===== src/rtl/mref_pkg.sv =====
package mref_pkg;

  typedef enum logic [2:0] {
    OP_AND = 3'd0,
    OP_ADD = 3'd1,
    OP_LDA = 3'd2,
    OP_STA = 3'd3,
    OP_BUN = 3'd4,
    OP_BSA = 3'd5,
    OP_ISZ = 3'd6,
    OP_RIO = 3'd7
  } op_e;

  typedef enum logic [2:0] {
    S_IDLE,
    S_FETCH,
    S_DECODE,
    S_PTR_RD,
    S_PTR_LAT,
    S_EXEC,
    S_OPND,
    S_WBACK
  } st_e;

endpackage


===== src/rtl/mref_decode.sv =====
module mref_decode
  import mref_pkg::*;
#(
  parameter int AW = 12,
  parameter int DW = 16
) (
  input  logic [DW-1:0] word,
  output op_e           op,
  output logic          ind,
  output logic [AW-1:0] field,
  output logic          is_rio
);
  // opcode sits directly above the address field, mode bit on top
  assign field  = word[AW-1:0];
  assign op     = op_e'(word[AW+2:AW]);
  assign ind    = word[DW-1];
  assign is_rio = (op == OP_RIO);
endmodule


===== src/rtl/mref_alu.sv =====
module mref_alu
  import mref_pkg::*;
#(
  parameter int DW = 16
) (
  input  op_e           op,
  input  logic [DW-1:0] acc,
  input  logic [DW-1:0] opnd,
  input  logic          e_in,
  output logic [DW-1:0] acc_nx,
  output logic          e_nx,
  output logic [DW-1:0] inc_val
);
  function automatic logic [DW:0] f_sum(input logic [DW-1:0] a, input logic [DW-1:0] b);
    return {1'b0, a} + {1'b0, b};
  endfunction

  function automatic logic [DW-1:0] f_inc(input logic [DW-1:0] a);
    return a + {{(DW-1){1'b0}}, 1'b1};
  endfunction

  logic [DW:0] sum;

  always_comb begin
    sum    = f_sum(acc, opnd);
    acc_nx = acc;
    e_nx   = e_in;
    case (op)
      OP_AND:  acc_nx = acc & opnd;
      OP_ADD:  {e_nx, acc_nx} = sum;
      OP_LDA:  acc_nx = opnd;
      default: ;
    endcase
  end

  assign inc_val = f_inc(opnd);
endmodule


===== src/rtl/mref_seq.sv =====
module mref_seq
  import mref_pkg::*;
#(
  parameter int AW = 12,
  parameter int DW = 16
) (
  input  logic          clk,
  input  logic          rst_n,
  input  logic          run,
  output logic [AW-1:0] mem_addr,
  output logic          mem_we,
  output logic [DW-1:0] mem_wdata,
  input  logic [DW-1:0] mem_rdata,
  output logic [AW-1:0] pc,
  output logic [DW-1:0] ac,
  output logic          e_flag,
  output logic          rio_stb,
  output logic [DW-1:0] rio_word
);
  localparam logic [AW-1:0] ONE_A = {{(AW-1){1'b0}}, 1'b1};
  localparam logic [DW-1:0] ZERO_D = '0;

  st_e           st;
  logic [DW-1:0] ir, dr;
  logic [AW-1:0] ear;
  logic [DW-1:0] cur_word;
  op_e           op;
  logic          ind, is_rio;
  logic [AW-1:0] field;
  logic [DW-1:0] acc_nx, inc_val;
  logic          e_nx;
  st_e           st_after;

  // named events for the checker
  logic ev_fetch, ev_ind, ev_skip, ev_call, ev_store;

  // the fresh word is decoded straight from memory in DECODE, else the held copy
  assign cur_word = (st == S_DECODE) ? mem_rdata : ir;

  mref_decode #(.AW(AW), .DW(DW)) u_dec (
    .word   (cur_word),
    .op     (op),
    .ind    (ind),
    .field  (field),
    .is_rio (is_rio)
  );

  mref_alu #(.DW(DW)) u_alu (
    .op      (op),
    .acc     (ac),
    .opnd    (mem_rdata),
    .e_in    (e_flag),
    .acc_nx  (acc_nx),
    .e_nx    (e_nx),
    .inc_val (inc_val)
  );

  assign st_after = run ? S_FETCH : S_IDLE;

  assign ev_fetch = (st == S_FETCH);
  assign ev_ind   = (st == S_PTR_RD);
  assign ev_skip  = (st == S_WBACK) && (dr == ZERO_D);
  assign ev_call  = (st == S_EXEC) && (op == OP_BSA);
  assign ev_store = (st == S_EXEC) && (op == OP_STA);

  assign mem_addr = (st == S_FETCH) ? pc : ear;
  assign mem_we   = ev_call || ev_store || (st == S_WBACK);

  always_comb begin
    if (st == S_WBACK)  mem_wdata = dr;
    else if (ev_call)   mem_wdata = {{(DW-AW){1'b0}}, pc};
    else                mem_wdata = ac;
  end

  assign rio_stb  = (st == S_DECODE) && is_rio;
  assign rio_word = mem_rdata;

  always_ff @(posedge clk) begin
    if (!rst_n) begin
      st     <= S_IDLE;
      pc     <= '0;
      ac     <= '0;
      e_flag <= 1'b0;
      ir     <= '0;
      dr     <= '0;
      ear    <= '0;
    end else begin
      case (st)
        S_IDLE: if (run) st <= S_FETCH;
        S_FETCH: begin
          pc <= pc + ONE_A;
          st <= S_DECODE;
        end
        S_DECODE: begin
          ir  <= mem_rdata;
          ear <= field;
          if (is_rio)   st <= st_after;
          else if (ind) st <= S_PTR_RD;
          else          st <= S_EXEC;
        end
        S_PTR_RD: st <= S_PTR_LAT;
        S_PTR_LAT: begin
          ear <= mem_rdata[AW-1:0];
          st  <= S_EXEC;
        end
        S_EXEC: begin
          case (op)
            OP_STA: st <= st_after;
            OP_BUN: begin
              pc <= ear;
              st <= st_after;
            end
            OP_BSA: begin
              pc <= ear + ONE_A;
              st <= st_after;
            end
            default: st <= S_OPND;
          endcase
        end
        S_OPND: begin
          if (op == OP_ISZ) begin
            dr <= inc_val;
            st <= S_WBACK;
          end else begin
            ac     <= acc_nx;
            e_flag <= e_nx;
            st     <= st_after;
          end
        end
        S_WBACK: begin
          if (dr == ZERO_D) pc <= pc + ONE_A;
          st <= st_after;
        end
        default: st <= S_IDLE;
      endcase
    end
  end
endmodule


===== config.mk =====
export PLATFORM = sky130hd
export DESIGN_NAME = mref_seq
export DESIGN_NICKNAME = d
export VERILOG_FILES = /design/src/rtl/mref_pkg.sv /design/src/rtl/mref_decode.sv /design/src/rtl/mref_alu.sv /design/src/rtl/mref_seq.sv
export SDC_FILE = /design/constraint.sdc
export NUM_CORES = 1
export LEC_CHECK = 0
export CAP_MARGIN = 20
export CORE_ASPECT_RATIO = 1.1
export CORE_UTILIZATION = 40
export CTS_BUF_LIST = sky130_fd_sc_hd__clkbuf_8
export DETAILED_ROUTE_END_ITERATION = 7
export PLACE_DENSITY = 0.67
export SYNTH_ARGS = -nofsm -noshare
export SYNTH_HDL_FRONTEND = slang
export SYNTH_SLANG_ARGS = --single-unit

===== constraint.sdc =====
create_clock -name clk -period 2.25 [get_ports clk]
set_input_delay 0.45 -clock clk [delete_from_list [all_inputs] [get_ports clk]]
set_output_delay 0.45 -clock clk [all_outputs]
set_load 0.1 [all_outputs]

==> run summary <==
outcome: complete, but fails checks
failing checks: negative setup slack
Hold Slack: 0.523 ns
CTS root buf: clkbuf_8
max cap viols: 0
final setup vio count: 17
worst slew pin tran: 0.533 ns
Synth Cell Area: 0.00485 mm2
Area Growth Syn to Fin: 60.3%
Post-DP HPWL: 13.1 mm
R2R depth: 8
Yosys reg bits: 63
DR vias/cell: 5.88
starting density of the core: 0.416
Total GRT Usage: 0.285
M2 GR Usage: 0.479
H-tree levels: 3
Die Y: 117 um
ys async rst share: 0
crit start category: flop
Nets: 840
WP data arrival: 2.00 ns
core footprint: 0.0116 mm2
FF-to-FF Start: st[0]$_SDFFE_PN0P_
combinational share of power: 0.394
Net Sw Power: 1570 uW
sequential share of power: 0.302
VDD IR max: 0.000351 V
CTS clk-pin slew, worst paths: 0.07 ns
Mapped Cells: 640
CP endpoint: mem_wdata[10]
Power, Total: 4150 uW
Synth cell types: 62
Max Clock Freq: 408 MHz
Synth warnings: 0
Post-route DRC: 0
number of port buffers: 93
WP data required: 1.80 ns
drt total wl: 17.8 mm
Area after DPL: 0.00712 mm2
Max stage delay on crit path: 0.35 ns
post-synthesis sequential area ratio: 0.260
CP Max Fanout: 7
GP Congestion: 0.934
CTS tree: done
Yosys top cell area share: 0.260
worst min-delay path class: reg2reg
Final Hold Viols: 0
leading post-synthesis cells by cell area: dfxtp_1, o21ai_0, mux2i_1, nand2_1, a21oi_1
PD cells: 534 mW/mm2
skew final: 0.0149 ns
share of cells above drive strength 1: 0.383
Internal Dissipation: 2590 uW
via count: 5621
clock latency on the worst-skew pair: 0.36 ns
leak pwr: 0.00326 uW
area leader, netlist: dfxtp_1
Mapped Nets: 679
largest net degree at the start of global routing: 32
global-route wire length before repair: 28.4 mm
Post-synth EDFFs: 0
Hold Crit Start: dr[9]$_SDFFE_PN0P_
Max transition margin: 0.642
number of global-route vias before repair: 5601
routing usage on met1: 0.367
Antenna Cells: 0
WL/cell: 18.6 um
GRT busiest layer: met2
io pins: 94
unrepaired setup endpoints after global routing: yes
Top FF cell, synth: dfxtp_1
Clock Path Buffers: 2
most frequent cell after synthesis: nand2_1
critical path class: reg2out
post-route ant nets: 0
global routing usage on met3: 0.0449
worst-path cell chain: nand2_2, or2_4, nor2_4, nand2_8, mux2i_4, o21ai_4, buf_12
Critical Path Slowest Stage Cell: dfxtp_2
Sink Count: 63
Starting DRT DRC Count: 447
Sw Share: 0.377
CP Launch Point: st[2]$_SDFFE_PN0P_
Pre-Repair DR Iteration Count: 5
Min Clock Period, post-route: 2.45 ns
CP Capture Type: output pin
cts bufs inserted: 9
Clock power frac: 0.304
Site Rows: 41
Slew Viols, Final: 0
Final WS setup: -0.201 ns
fin crit share: 1.09
cell area after layout: 0.00777 mm2
grt ovf: 0
FF-to-FF End: ac[14]$_SDFFE_PN0P_
initial antenna violation count: 0
Die Width: 107 um
die area: 0.0126 mm2
reg2reg setup slack: 0.11 ns
Mean Syn Cell Area: 7.58 um2
commonest cells in the netlist: nand2_1, dfxtp_1, o21ai_0
==> critical path, delay by kind of cell (launching register included) <==
kind	cells	cell delay, ns
simple gates	4	0.68
flops	1	0.35
mux	1	0.24
buf+inv	1	0.20
compound gates	1	0.18
==> power groups by stage <==
stage               Sequential (uW)  Clock (uW)  Combinational (uW)
floorplan                      1340           0                 897
CTS                            1250        1270                1610
global route                   1260        1320                1710
global placement               1270           0                1490
detailed placement             1270           0                1510
finish                         1250        1260                1630
==> metal layers <==
metal,up-vias,share of wire
li1,2652,-
met4,0,0.021
met2,267,0.50
met1,2666,0.41
met3,36,0.072
met5,-,0
==> cell families (layout without fill, tap and decap cells) <==
kind of cell / Yosys count / count (layout) / synth area share
compound gates: 187 / 187 / 0.239
xor+xnor: 33 / 33 / 0.0596
simple gates: 216 / 217 / 0.216
mux: 44 / 44 / 0.0962
flops: 63 / 63 / 0.260
buf+inv: 77 / 242 / 0.0761
fa+ha+maj: 20 / 20 / 0.0531
==> cell usage in the layout (no fill, tap or decap), types with 6 or more instances in the layout <==
| cell | instances |
|---|---|
| and3_1 | 7 |
| a21oi_1 | 50 |
| nand2_1 | 63 |
| inv_1 | 15 |
| buf_4 | 139 |
| nor3_1 | 8 |
| clkbuf_8 | 10 |
| or3_1 | 8 |
| clkdlybuf4s50_1 | 13 |
| a31oi_1 | 6 |
| ha_1 | 14 |
| a211oi_1 | 14 |
| nor3b_1 | 6 |
| nor2_1 | 47 |
| dfxtp_2 | 19 |
| dfxtp_4 | 6 |
| dfxtp_1 | 38 |
| mux2i_1 | 27 |
| a221oi_1 | 14 |
| o21ai_4 | 16 |
| nand3_1 | 21 |
| o21ai_0 | 43 |
| nand4_1 | 11 |
| nor4_1 | 6 |
| mux2_4 | 14 |
| buf_12 | 49 |
| xor2_1 | 12 |
| xnor2_1 | 21 |
==> how the worst min path moves through the flow <==
stage / to / slack, ns / cells past startpoint
after global routing: dr[4]$_SDFFE_PN0P_ / 0.55 / 2
final: dr[9]$_SDFFE_PN0P_ / 0.52 / 2
after floorplan: dr[1]$_SDFFE_PN0P_ / 0.48 / 2
after global placement: dr[8]$_SDFFE_PN0P_ / 0.51 / 2
after CTS: dr[2]$_SDFFE_PN0P_ / 0.52 / 2
after detailed placement: dr[1]$_SDFFE_PN0P_ / 0.51 / 2
==> final cells by class <==
cell class	instances	area, um2
clock buffer	10	138
clock inverter	6	108
fill	903	3870
inverter	14	52.6
multi-input combinational	501	3690
sequential	63	1310
tap	150	188
timing repair buffer	212	2280
==> stage by stage <==
stage                     setup TNS (ns)  utilization  setup WS (ns)  std cells
after floorplan                    -1.50            -         -0.217        640
after global placement             -6.16        0.612         -0.458        924
after detailed placement           -7.06        0.612         -0.535        924
after CTS                          -3.25        0.658         -0.236        951
after global routing               -3.88        0.667         -0.250        956
final                              -2.47        0.667         -0.201        956
==> state kept, by name, indices dropped and copies added (netlist names) <==
signal and cells:
dr 16, e_flag 1, ear 12, ac 16
ir 3, st 3, pc 12
==> repair_timing <==
action	4_1_cts	5_1_grt
endpoints found under the setup margin	39	46
endpoints found under the hold margin	0	0
hold buffers	0	0
resized for setup	49	22
gates cloned	2	0
pin swaps	11	10
buffers inserted	9	5
Power figures use the tool's default switching activity.
